==> src/rtl/pcb_pkg.sv <==
package pcb_pkg;

  // Strobes handed from the control module to the datapath each cycle.
  typedef struct packed {
    logic anyNow;   // at least one port has a change this cycle
    logic riseNow;  // anyNow is set while the registered level is still clear
  } mapStrobe_t;

  // Number of bitmap bytes for a given port count; bit 0 is the hub.
  function automatic int mapBytes(input int numPorts);
    return (numPorts + 8) / 8;
  endfunction

endpackage

==> src/rtl/pcb_datapath.sv <==
module pcb_datapath
  import pcb_pkg::*;
#(
  parameter int NUM_PORTS = 10,
  localparam int BYTES    = mapBytes(NUM_PORTS),
  localparam int MAP_W    = BYTES * 8,
  localparam int LEN_W    = $clog2(BYTES + 1)
) (
  input  logic                 clk,
  input  logic                 rst_n,
  input  logic [NUM_PORTS-1:0] connChg,
  input  logic [NUM_PORTS-1:0] enChg,
  input  logic [NUM_PORTS-1:0] ocChg,
  input  mapStrobe_t           strobe,
  output logic [NUM_PORTS-1:0] hitVec,
  output logic [MAP_W-1:0]     changeMap,
  output logic [LEN_W-1:0]     mapLen,
  output logic                 irqPulse
);

  logic [MAP_W-1:0] nextMap;

  // One merge cell per port: any of the three change kinds marks the port.
  for (genvar p = 0; p < NUM_PORTS; p++) begin : g_port
    assign hitVec[p] = connChg[p] | enChg[p] | ocChg[p];
  end

  // Clear everything, then place port bits starting at position 1.
  always_comb begin
    nextMap = '0;
    nextMap[NUM_PORTS:1] = hitVec;
  end

  always_ff @(posedge clk) begin
    if (!rst_n) begin
      changeMap <= '0;
      mapLen    <= '0;
      irqPulse  <= 1'b0;
    end else begin
      changeMap <= nextMap;
      mapLen    <= strobe.anyNow ? LEN_W'(BYTES) : '0;
      irqPulse  <= strobe.riseNow;
    end
  end

endmodule

==> src/rtl/pcb_control.sv <==
module pcb_control
  import pcb_pkg::*;
#(
  parameter int NUM_PORTS = 10
) (
  input  logic                 clk,
  input  logic                 rst_n,
  input  logic [NUM_PORTS-1:0] hitVec,
  output mapStrobe_t           strobe,
  output logic                 anyChange
);

  logic anyQ;

  always_comb begin
    strobe.anyNow  = |hitVec;
    strobe.riseNow = strobe.anyNow & ~anyQ;
  end

  always_ff @(posedge clk) begin
    if (!rst_n) anyQ <= 1'b0;
    else        anyQ <= strobe.anyNow;
  end

  assign anyChange = anyQ;

endmodule

==> src/rtl/port_change_bitmap.sv <==
module port_change_bitmap
  import pcb_pkg::*;
#(
  parameter int NUM_PORTS = 10,
  localparam int BYTES    = mapBytes(NUM_PORTS),
  localparam int MAP_W    = BYTES * 8,
  localparam int LEN_W    = $clog2(BYTES + 1)
) (
  input  logic                 clk,
  input  logic                 rst_n,
  input  logic [NUM_PORTS-1:0] connChg,
  input  logic [NUM_PORTS-1:0] enChg,
  input  logic [NUM_PORTS-1:0] ocChg,
  output logic [MAP_W-1:0]     changeMap,
  output logic [LEN_W-1:0]     mapLen,
  output logic                 anyChange,
  output logic                 irqPulse
);

  mapStrobe_t           strobe;
  logic [NUM_PORTS-1:0] hitVec;

  pcb_datapath #(.NUM_PORTS(NUM_PORTS)) dp_i (
    .clk       (clk),
    .rst_n     (rst_n),
    .connChg   (connChg),
    .enChg     (enChg),
    .ocChg     (ocChg),
    .strobe    (strobe),
    .hitVec    (hitVec),
    .changeMap (changeMap),
    .mapLen    (mapLen),
    .irqPulse  (irqPulse)
  );

  pcb_control #(.NUM_PORTS(NUM_PORTS)) ctl_i (
    .clk       (clk),
    .rst_n     (rst_n),
    .hitVec    (hitVec),
    .strobe    (strobe),
    .anyChange (anyChange)
  );

endmodule

==> config.mk <==
export PLATFORM = sky130hd
export DESIGN_NAME = port_change_bitmap
export DESIGN_NICKNAME = d
export VERILOG_FILES = /design/src/rtl/pcb_pkg.sv /design/src/rtl/pcb_datapath.sv /design/src/rtl/pcb_control.sv /design/src/rtl/port_change_bitmap.sv
export SDC_FILE = /design/constraint.sdc
export NUM_CORES = 1
export LEC_CHECK = 0
export ABC_AREA = 1
export BUFFER_PORTS_ARGS = -buffer_cell sky130_fd_sc_hd__clkbuf_2
export CAP_MARGIN = 10
export CORE_MARGIN = 8
export CORE_UTILIZATION = 37
export DETAILED_ROUTE_END_ITERATION = 7
export PLACE_DENSITY = 0.81
export SLEW_MARGIN = 10
export SYNTH_ARGS = -nofsm -noshare
export SYNTH_HDL_FRONTEND = slang
export SYNTH_SLANG_ARGS = --single-unit
==> constraint.sdc <==
create_clock -name clk -period 1.5 [get_ports clk]
set_clock_uncertainty 0.15 [all_clocks]
set_input_delay 0.15 -clock clk [delete_from_list [all_inputs] [get_ports clk]]
set_output_delay 0.15 -clock clk [all_outputs]
set_load 0.005 [all_outputs]
==> results.md <==
* Layout area overhead at 80.2%
* Tmin final at 1.49 ns
* Ant. Diodes at 0
* Worst-path maximum fanout at 2
* Worst r2r dst: dp_i.irqPulse
* Max VDD drop at 0.000353 V
* DRT Wirelength at 1.90 mm
* Max_cap viols at 0
* GP Congestion at 0.714
* Synthesized area at 538 sq um
* H-tree Lvls at 1
* TritonCTS clock tree: yes
* CP startpoint: ocChg[3]
* Crit start category: input pin
* Top post-synthesis cells by area: dfxtp_1 (45%), buf_4 (11%), inv_1 (11%)
* FP Rows at 13
* R2R setup slack at 0.83 ns
* Total CTS buffers at 3
* Die ar. at 2930 sq um
* Pin count of the biggest net entering global routing at 8
* First-pass GRT wire length at 2.88 mm
* Area of the core at 1330 sq um
* Mean Syn Cell Area at 7.17 sq um
* Setup violators final at 0
* Min setup slack post-route at 0.0120 ns
* CP endpoint kind: register
* Worst r2r src: dp_i.mapLen[1]
* Pwr per Cell Area at 786 nW/um^2
* Synthesized instance count at 75
* Outcome: finished clean
* Die Width at 54.1 microns
* Worst-Skew Late Latency at 0.27 ns
* Top-area cell type share of the netlist area at 0.447
* FMAX at 0.672 GHz
* CP Data Required Time at 1.51 ns
* Slowest stage delay, CP at 0.55 ns
* Vias in the first global route at 720
* Fin crit share at 0.992
* Initial core utilization at 0.403
* GRT overflow at 0
* Number of distinct library cells after synthesis at 12
* Flip-flop and latch area at 240 sq um
* Fraction of layout cells with a size suffix above 1 at 0.379
* Min-Delay Path Class: in -> reg
* Total Negative Setup Slacks at 0 ns
* Initial antenna violation count at 0
* CP most frequent cell: dlygate4sd3_1
* # fillers at 98
* Worst EP arrival at 1.50 ns
* Drt pass-1 iters at 4
* CTS sink count at 12
* Die height at 54.1 microns
* Slew Limit Fails at 0
* GRT Resource Usage Total at 0.132
* Worst setup endpoint: dp_i.changeMap[4]
* Total setup buffers inserted after CTS at 0
* Via count at 694
* FF+latch count, synth at 12
* DRT iter0 DRCs at 11
* Slowest-stage cell, CP: dlygate4sd3_1
* Setup WS pre-CTS at 0.417 ns
* DRT antenna net count at 0
* Setup CP Type: in -> reg
* DRC violation count after routing at 0
* RSZ-0062 raised after global routing: no
* Largest area contributor in the netlist: dfxtp_1
* Path depth of the worst reg2reg path at 1
* Multi-input gate area at 196 sq um
* Clock root cell: clkbuf_4
* Post-layout net count at 173
* Leak at 0.000554 uW
* Sequential share of the synthesized area at 0.447
* Routed len/inst at 12.3 microns
* Cells along the critical path: dlygate4sd3_1, clkbuf_2, inv_1, a21oi_1, dlygate4sd3_1
* Hold Vio Cnt, Final at 0
* Reg clk slew, reported paths at 0.08 ns
* Via density per instance at 4.48
* Bufs on Longest Clock Path at 2
* Total of warnings raised by yosys at 0
* Dpl hpwl at 1.30 mm
* PortBufs at 44
* Ports at 52
==> critical path, delay by kind of cell <==
| family | cells | cell delay (ns) |
|---|---|---|
| AO/OA/AOI/OAI | 1 | 0.07 |
| buffers and inverters | 4 | 1.28 |
==> synthesized netlist by cell type (all sizes together) <==
cell type  number
o21bai          1
conb            1
clkbuf          1
nand3           3
a31oi           2
buf             8
dfxtp          12
nor2           14
a21oi           8
nand2           9
inv            16
==> cells by family (layout without fill, tap and decap cells) <==
family                 Yosys count  after routing  share of synthesized area
AOI/OAI and AO/OA               11             11                      0.119
buffers and inverters           25             84                      0.230
DFF                             12             12                      0.447
other                            1              7                    0.00697
and+or+nand+nor                 26             26                      0.198
==> report_power, final <==
group / total [uW] / switching (uW) / internal [uW]
combinational: 160 / 65.4 / 94.9
clock: 256 / 109 / 147
sequential: 345 / 6.14 / 339
==> final cells by class <==
class	instances	area share
clock buffers	4	0.0374
multi-input cells	44	0.203
flip-flops and latches	12	0.248
repair buffers	64	0.431
well taps	15	0.0194
inverters	16	0.0619
==> how the worst min path moves through the flow <==
stage	from	end	cells past startpoint
floorplan	connChg[5]	dp_i.changeMap[6]	2
global placement	ocChg[4]	dp_i.changeMap[5]	3
detailed placement	ocChg[0]	dp_i.changeMap[1]	3
CTS	connChg[5]	dp_i.changeMap[6]	3
global route	enChg[5]	dp_i.changeMap[6]	3
finish	enChg[5]	dp_i.changeMap[6]	3
==> per-stage QoR <==
| step | instance area [sq um] | hold WS [ns] | std cells | utilization | power [uW] |
|---|---|---|---|---|---|
| 6_report | 970 | 0.0278 | 155 | 0.727 | 762 |
| 5_1_grt | 970 | 0.0462 | 155 | 0.727 | 808 |
| 4_1_cts | 970 | 0.00953 | 155 | 0.727 | 762 |
| 3_5_place_dp | 743 | 0.249 | 132 | 0.557 | 466 |
| 3_3_place_gp | 743 | 0.246 | 132 | 0.557 | 462 |
| 2_1_floorplan | 561 | 0.149 | 81 | - | 411 |
==> placed cells by master, fill, tap and decap left out, drive strengths merged <==
master and n:
conb 7, clkbuf 48, inv 16, dfxtp 12
o21bai 1, nand2 9, nand3 3, a21oi 8
a31oi 2, nor2 14, dlygate4sd3 19, buf 1
==> flip-flops by register name (all words and copies together), names as in the netlist <==
register,flops
dp_i.mapLen,1
dp_i.irqPulse,1
dp_i.changeMap,10
==> per-layer routing <==
layer,up-vias,global-route usage,part of all wire
li1,341,-,-
met1,291,0.126,0.36
met2,56,0.239,0.47
met3,6,0.0579,0.16
met4,0,0.0574,0.010
met5,-,0,0
==> timing repair <==
action                                 4_1_cts  5_1_grt
setup endpoints to repair                    0        1
hold buffers                                19        0
resized for setup                            0        1
endpoints found under the hold margin       10        0
Note: power is estimated with default switching activity, not from simulation.
